File: src/rtl/clkseq_pkg.sv
package clkseq_pkg;

   localparam logic [1:0] M_DIV1 = 2'b00;
   localparam logic [1:0] M_DIV2 = 2'b01;
   localparam logic [1:0] M_DIV4 = 2'b10;
   localparam logic [1:0] M_MAX  = M_DIV4;

   typedef enum logic [3:0] {
      ST_INIT    = 4'd0,
      ST_WARM    = 4'd1,
      ST_STAB    = 4'd2,
      ST_LOAD    = 4'd3,
      ST_REFON   = 4'd4,
      ST_RUN     = 4'd5,
      ST_DNMAIN  = 4'd6,
      ST_DNMAINZ = 4'd7,
      ST_DNREF   = 4'd8,
      ST_OFF     = 4'd9
   } seq_state_t;

   typedef struct packed {
      logic osc_run;
      logic mclk_en;
      logic force_max;
      logic div_rst;
      logic load_ratio;
      logic ref_en;
      logic ref_hiz;
      logic main_en;
      logic main_hiz;
   } seq_ctl_t;

   function automatic seq_ctl_t seq_decode(seq_state_t st, logic ref_on);
      seq_ctl_t c;
      logic     ref_live;
      c = '{osc_run: 1'b0, mclk_en: 1'b0, force_max: 1'b0, div_rst: 1'b1,
            load_ratio: 1'b0, ref_en: 1'b0, ref_hiz: 1'b1, main_en: 1'b0,
            main_hiz: 1'b1};
      ref_live = 1'b0;
      case (st)
         ST_WARM, ST_STAB: begin
            c.osc_run   = 1'b1;
            c.mclk_en   = 1'b1;
            c.force_max = 1'b1;
            c.div_rst   = 1'b0;
         end
         ST_LOAD: begin
            c.osc_run    = 1'b1;
            c.mclk_en    = 1'b1;
            c.div_rst    = 1'b0;
            c.load_ratio = 1'b1;
         end
         ST_REFON: begin
            c.osc_run = 1'b1;
            c.mclk_en = 1'b1;
            c.div_rst = 1'b0;
            ref_live  = 1'b1;
         end
         ST_RUN: begin
            c.osc_run  = 1'b1;
            c.mclk_en  = 1'b1;
            c.div_rst  = 1'b0;
            c.main_en  = 1'b1;
            c.main_hiz = 1'b0;
            ref_live   = 1'b1;
         end
         ST_DNMAIN: begin
            c.osc_run  = 1'b1;
            c.mclk_en  = 1'b1;
            c.main_hiz = 1'b0;
            ref_live   = 1'b1;
         end
         ST_DNMAINZ: begin
            c.osc_run = 1'b1;
            c.mclk_en = 1'b1;
            ref_live  = 1'b1;
         end
         ST_DNREF: begin
            c.osc_run = 1'b1;
         end
         default: begin
         end
      endcase
      c.ref_en  = ref_live & ref_on;
      c.ref_hiz = ~(ref_live & ref_on);
      return c;
   endfunction

endpackage

File: src/rtl/clkseq_sync.sv
module clkseq_sync #(
   parameter int   STAGES  = 2,
   parameter logic RST_VAL = 1'b1
) (
   input  logic clk,
   input  logic rst_n,
   input  logic d_in,
   output logic q_out
);

   generate
      if (STAGES < 2) begin : g_bad_stages
         $error("clkseq_sync: STAGES must be at least 2");
      end
   endgenerate

   logic [STAGES-1:0] chain_q;

   always_ff @(posedge clk or negedge rst_n) begin
      if (!rst_n) begin
         chain_q <= {STAGES{RST_VAL}};
      end else begin
         chain_q <= {chain_q[STAGES-2:0], d_in};
      end
   end

   assign q_out = chain_q[STAGES-1];

endmodule

File: src/rtl/clkseq_stab_cnt.sv
module clkseq_stab_cnt #(
   parameter int CNT_W = 8
) (
   input  logic clk,
   input  logic rst_n,
   input  logic clr,
   output logic done
);

   localparam logic [CNT_W-1:0] TERM = {CNT_W{1'b1}};

   generate
      if (CNT_W < 2) begin : g_bad_width
         $error("clkseq_stab_cnt: CNT_W must be at least 2");
      end
   endgenerate

   logic [CNT_W-1:0] cnt_q;

   always_ff @(posedge clk or negedge rst_n) begin
      if (!rst_n) begin
         cnt_q <= '0;
      end else if (clr) begin
         cnt_q <= '0;
      end else if (cnt_q != TERM) begin
         cnt_q <= cnt_q + 1'b1;
      end
   end

   assign done = (cnt_q == TERM) && !clr;


   count_clear_chk: assert property (@(posedge clk) disable iff (!rst_n)
      clr |=> (cnt_q == '0));

endmodule

File: src/rtl/clkseq_ratio.sv
module clkseq_ratio
   import clkseq_pkg::*;
#(
   parameter int N_W   = 10,
   parameter int N_MAX = 513
) (
   input  logic           clk,
   input  logic           rst_n,
   input  logic           force_max,
   input  logic           load,
   input  logic [1:0]     cfg_m_sel,
   input  logic [N_W-1:0] cfg_n,
   output logic [1:0]     m_sel,
   output logic [N_W-1:0] n_val
);

   localparam logic [N_W-1:0] N_TOP = N_W'(N_MAX);

   generate
      if (N_MAX < 1 || N_MAX >= (1 << N_W)) begin : g_bad_nmax
         $error("clkseq_ratio: N_MAX must fit in N_W bits");
      end
   endgenerate

   logic [1:0]     m_q;
   logic [N_W-1:0] n_q;
   logic [1:0]     m_cfg_legal;

   always_comb begin
      m_cfg_legal = (cfg_m_sel == 2'b11) ? M_MAX : cfg_m_sel;
   end

   always_ff @(posedge clk or negedge rst_n) begin
      if (!rst_n) begin
         m_q <= M_MAX;
         n_q <= N_TOP;
      end else if (load) begin
         m_q <= m_cfg_legal;
         n_q <= cfg_n;
      end else if (force_max) begin
         m_q <= M_MAX;
         n_q <= N_TOP;
      end
   end

   assign m_sel = m_q;
   assign n_val = n_q;


   ratio_load_chk: assert property (@(posedge clk) disable iff (!rst_n)
      load |=> (n_val == $past(cfg_n)));

endmodule

File: src/rtl/clkseq_ctrl.sv
module clkseq_ctrl
   import clkseq_pkg::*;
#(
   parameter int N_W         = 10,
   parameter int N_MAX       = 513,
   parameter int CNT_W       = 8,
   parameter int SYNC_STAGES = 2
) (
   input  logic           clk,
   input  logic           rst_n,
   input  logic           pwrdn_n,
   input  logic           oe,
   input  logic           main_lvl,
   input  logic           cfg_ref_on,
   input  logic [1:0]     cfg_m_sel,
   input  logic [N_W-1:0] cfg_n,
   output logic           osc_run,
   output logic           mclk_en,
   output logic           force_max,
   output logic           div_rst,
   output logic           load_ratio,
   output logic           ref_en,
   output logic           ref_hiz,
   output logic           main_en,
   output logic           main_hiz,
   output logic [1:0]     eff_m_sel,
   output logic [N_W-1:0] eff_n
);

   generate
      if (N_W < 2) begin : g_bad_nw
         $error("clkseq_ctrl: N_W must be at least 2");
      end
   endgenerate

   seq_state_t state_q, state_d;
   seq_ctl_t   ctl;
   logic       pwrdn_sync;
   logic       pd_req;
   logic       stab_done;
   logic       stab_clr;

   clkseq_sync #(
      .STAGES  (SYNC_STAGES),
      .RST_VAL (1'b1)
   ) pd_sync_i (
      .clk   (clk),
      .rst_n (rst_n),
      .d_in  (pwrdn_n),
      .q_out (pwrdn_sync)
   );

   assign pd_req   = ~pwrdn_sync;
   assign stab_clr = (state_q != ST_STAB);

   clkseq_stab_cnt #(
      .CNT_W (CNT_W)
   ) stab_cnt_i (
      .clk   (clk),
      .rst_n (rst_n),
      .clr   (stab_clr),
      .done  (stab_done)
   );

   always_comb begin
      state_d = state_q;
      case (state_q)
         ST_INIT:    state_d = ST_WARM;
         ST_WARM:    state_d = pd_req ? ST_DNMAIN : (oe ? ST_STAB : ST_WARM);
         ST_STAB:    state_d = pd_req ? ST_DNMAIN : (stab_done ? ST_LOAD : ST_STAB);
         ST_LOAD:    state_d = pd_req ? ST_DNMAIN : ST_REFON;
         ST_REFON:   state_d = pd_req ? ST_DNMAIN : ST_RUN;
         ST_RUN:     state_d = pd_req ? ST_DNMAIN : ST_RUN;
         ST_DNMAIN:  state_d = main_lvl ? ST_DNMAIN : ST_DNMAINZ;
         ST_DNMAINZ: state_d = ST_DNREF;
         ST_DNREF:   state_d = ST_OFF;
         ST_OFF:     state_d = pd_req ? ST_OFF : ST_WARM;
         default:    state_d = ST_INIT;
      endcase
   end

   always_ff @(posedge clk or negedge rst_n) begin
      if (!rst_n) begin
         state_q <= ST_INIT;
      end else begin
         state_q <= state_d;
      end
   end

   always_comb begin
      ctl = seq_decode(state_q, cfg_ref_on);
   end

   assign osc_run    = ctl.osc_run;
   assign mclk_en    = ctl.mclk_en;
   assign force_max  = ctl.force_max;
   assign div_rst    = ctl.div_rst;
   assign load_ratio = ctl.load_ratio;
   assign ref_en     = ctl.ref_en;
   assign ref_hiz    = ctl.ref_hiz;
   assign main_en    = ctl.main_en;
   assign main_hiz   = ctl.main_hiz;

   clkseq_ratio #(
      .N_W   (N_W),
      .N_MAX (N_MAX)
   ) ratio_i (
      .clk       (clk),
      .rst_n     (rst_n),
      .force_max (ctl.force_max),
      .load      (ctl.load_ratio),
      .cfg_m_sel (cfg_m_sel),
      .cfg_n     (cfg_n),
      .m_sel     (eff_m_sel),
      .n_val     (eff_n)
   );


   warm_hold_chk: assert property (@(posedge clk) disable iff (!rst_n)
      (state_q == ST_WARM && !oe && !pd_req) |=> (state_q == ST_WARM));


   main_after_load_chk: assert property (@(posedge clk) disable iff (!rst_n)
      $rose(main_en) |-> $past(load_ratio, 2));


   main_hiz_low_chk: assert property (@(posedge clk) disable iff (!rst_n)
      $rose(main_hiz) |-> !$past(main_lvl));


   osc_off_order_chk: assert property (@(posedge clk) disable iff (!rst_n)
      $fell(osc_run) |-> (!$past(mclk_en) && $past(ref_hiz)));


   off_exit_chk: assert property (@(posedge clk) disable iff (!rst_n)
      $rose(osc_run) |-> !$past(mclk_en));

endmodule

File: config.mk
export PLATFORM = sky130hd
export DESIGN_NAME = clkseq_ctrl
export DESIGN_NICKNAME = d
export VERILOG_FILES = /design/src/rtl/clkseq_pkg.sv /design/src/rtl/clkseq_sync.sv /design/src/rtl/clkseq_stab_cnt.sv /design/src/rtl/clkseq_ratio.sv /design/src/rtl/clkseq_ctrl.sv
export SDC_FILE = /design/constraint.sdc
export NUM_CORES = 1
export LEC_CHECK = 0
export BUFFER_PORTS_ARGS = -buffer_cell sky130_fd_sc_hd__buf_2
export CAP_MARGIN = 20
export CORE_MARGIN = 8
export CORE_UTILIZATION = 50
export DETAILED_ROUTE_END_ITERATION = 6
export HOLD_SLACK_MARGIN = 0.08
export PLACE_DENSITY = 0.78
export SYNTH_ARGS = -nofsm -noshare
export SYNTH_HDL_FRONTEND = slang
export SYNTH_SLANG_ARGS = --single-unit
File: constraint.sdc
create_clock -name clk -period 1.65 [get_ports clk]
set_input_delay 0.2475 -clock clk [delete_from_list [all_inputs] [get_ports clk]]
set_output_delay 0.2475 -clock clk [all_outputs]
set_load 0.005 [all_outputs]
==> impl_metrics.tcl <==
set metrics [dict create \
    port_buffers 38 \
    cp_max_fo 5 \
    final_cell_count_no_fill 202 \
    cts_root_buf "clkbuf_4" \
    min_period_ns 1.72 \
    synth_top_area_cell "dfrtp_1" \
    synth-simple-area-share_pct 21.1 \
    r2r_end "stab_cnt_i.cnt_q[6]" \
    ys_seq_area_share_pct 52.4 \
    critPathRequiredTime_ns 1.40 \
    cts_max_level 1 \
    overflow 0 \
    slew_headroom_pct 62.4 \
    period_share_pct 104 \
    drv_cap 0 \
    grt_pass1_wl_um 5440 \
    gr-usage-all-layers_pct 15.7 \
    synthAdderAreaFrac_pct 0.999 \
    vias_per_cell 5.93 \
    numCtsBuffers 3 \
    drt_iter0_drc 33 \
    final_hold_viol_count 0 \
    die_w_um 66.1 \
    hold_path.class "in -> reg" \
    cts_tree "done" \
    netlist_area_mm2 0.00125 \
    ys_warn_count 0 \
    synthToLayoutAreaGrowth_pct 31.4 \
    hold-path-cell-count 2 \
    ant_nets 0 \
    crit_type "reg -> out" \
    die_area_mm2 0.00436 \
    netlist.area_leader.share_pct 42.0 \
    hpwl_um 2350 \
    r2r_slack_ns 0.12 \
    timing.fmax_ghz 0.583 \
    power_density_mw_per_mm2 1700 \
    max-vdd-ir-drop_v 0.00113 \
    synth_top_family_by_area "simple AND/OR/NAND/NOR gates" \
    clk_pin_slew_ns 0.14 \
    grt_pass1_vias 1203 \
    postSynthAreaPerCell_um2 10.2 \
    worst_setup_path_start_kind "flip-flop" \
    synth_seq_cells 26 \
    insertion_delay_ns 0.32 \
    synth.distinct_cells 34 \
    finalMaxSlewViolations 0 \
    nets 192 \
    vias 1198 \
    synthTopCellsByArea "dfrtp_1, dfstp_2, a22o_1, a21oi_1, nand3_1" \
    worst_hold_startpoint "cfg_n[0]" \
    rsz0062_at_grt "true" \
    core_area_mm2 0.00243 \
    dpl.cell_count 189 \
    synthMuxAreaShare_pct 0.799 \
    cts.sink_count 26 \
    grt_max_degree 27 \
    worst_pin_slew_ns 0.564 \
    setup_tns_ns -0.120 \
    globalplace.congestion 0.842 \
    routed_wl_um 3370 \
    grt_antenna_before_repair 0 \
    synth.net_count 142 \
    min_to "ratio_i.n_val[0]" \
    status "finished with violations" \
    clockBufferDepth 2 \
    setup_violations 4 \
    drtPass1Iterations 4 \
    chipHeight_um 66.1 \
    arrival_ns 1.47 \
    syn_inst 123 \
    leakage_uw 0.000785 \
    critPathCaptureType "output pin" \
    drcViolationCount 0 \
    row_count 18 \
    drive_above_1_share_pct 41.9 \
    reg2regPathDepth 4 \
    synth_xor_area_share_pct 1.40 \
    boundaryPins 39 \
    wl_per_cell_um 16.7 \
    fin_worst_skew_ns 0.00477 \
    violations "setup timing" \
    r2r-start "stab_cnt_i.cnt_q[0]" \
    start_util_pct 51.5 \
    n_antenna_cell 0 \
    final.setup.worst_slack_ns -0.0665 \
    synth_compound_area_share_pct 18.6 \
]
-- layout by cell type (no fill, tap or decap), types with 4 or more instances in the layout --
master	n
nor2_1	5
nand3_1	7
a22o_1	9
buf_2	38
nand2_1	8
a21oi_1	6
o21ai_0	4
dfrtp_1	18
dfstp_2	5
nor3_1	5
inv_1	5
buf_4	10
-- sequential cells by signal, summed over array words and instances (netlist names) --
register           flops
stab_cnt_i.cnt_q       8
pd_sync_i.chain_q      2
state_q                4
ratio_i.m_sel          2
ratio_i.n_val         10
-- critical path: stages, from the launching register on --
cell	delay [ns]
dfrtp_2	0.47
and2_4	0.17
or3_1	0.36
buf_2	0.14
-- metrics by stage --
stage	hold WS [ns]	area, um2	util, %	total power, uW	worst slack [ns]
floorplan	-0.0481	1250	-	1640	0.242
global placement	0.264	1490	61.1	2060	0.221
detailed placement	0.269	1490	61.1	2120	0.155
CTS	0.126	1630	66.8	2710	-0.0256
global route	0.107	1650	67.6	2980	-0.121
finish	0.129	1650	67.6	2800	-0.0665
-- synthesized netlist by cell type --
cell        n
a211oi_1    2
a21boi_0    1
a21o_1      1
a21oi_1     7
a221oi_1    1
a22o_1      9
a31oi_1     3
and2_1      1
and3_1      3
and4_1      2
buf_2       5
clkbuf_1    2
dfrtp_1    21
dfstp_2     5
ha_1        1
inv_1       6
inv_2       1
mux2i_1     1
nand2_1     8
nand2b_1    2
nand3_1     7
nand4_1     3
nand4bb_1   1
nor2_1      6
nor2b_1     3
nor3_1      6
nor4b_4     1
o21ai_0     5
o221ai_1    1
o22a_1      2
o311a_1     1
or3_1       3
xnor2_1     1
xor2_1      1
-- layout make-up --
cell class                 count  area [um2]
sequential                    26         661
timing repair buffer          52         308
clock buffer                   3        22.5
inverter                       7        26.3
tap                           30        37.5
fill                         186         787
clock inverter                 1        30.0
multi-input combinational     83         561
-- where the power goes --
group          internal [uW]  switching [uW]  leakage [uW]  total, uW
Sequential               829             146      0.000331        975
Combinational            700             686      0.000426       1390
Clock                    246             189     0.0000279        435
-- routing by layer --
layer | part of all wire [%] | global-route usage, % | up-vias
li1 | - | - | 552
met4 | 1.9 | 7.73 | 0
met3 | 8.5 | 4.41 | 9
met2 | 51 | 27.6 | 49
met1 | 39 | 16.9 | 588
met5 | 0 | 0 | -
-- worst max path at each step --
stage / from / slack (ns) / cells past startpoint / end
finish: state_q[1] / -0.07 / 3 / div_rst
CTS: state_q[2] / -0.03 / 3 / force_max
global placement: stab_cnt_i.cnt_q[0] / 0.22 / 4 / stab_cnt_i.cnt_q[6]
detailed placement: state_q[0] / 0.15 / 4 / ratio_i.n_val[4]
global route: state_q[1] / -0.12 / 3 / div_rst
floorplan: stab_cnt_i.cnt_q[0] / 0.24 / 5 / stab_cnt_i.cnt_q[6]
-- kinds of logic after synthesis --
logic type	after synthesis
simple gates	46
fa+ha+maj	1
buf+inv	14
xor+xnor	2
compound gates	33
mux	1
flops	26
-- timing repair --
item | 4_1_cts | 5_1_grt
resized for setup | 7 | 7
hold buffers | 2 | 0
pin swaps | 0 | 1
setup buffers | 6 | 1
hold endpoints to repair | 22 | 0
setup endpoints to repair | 8 | 9
(Power assumes the default switching activity.)
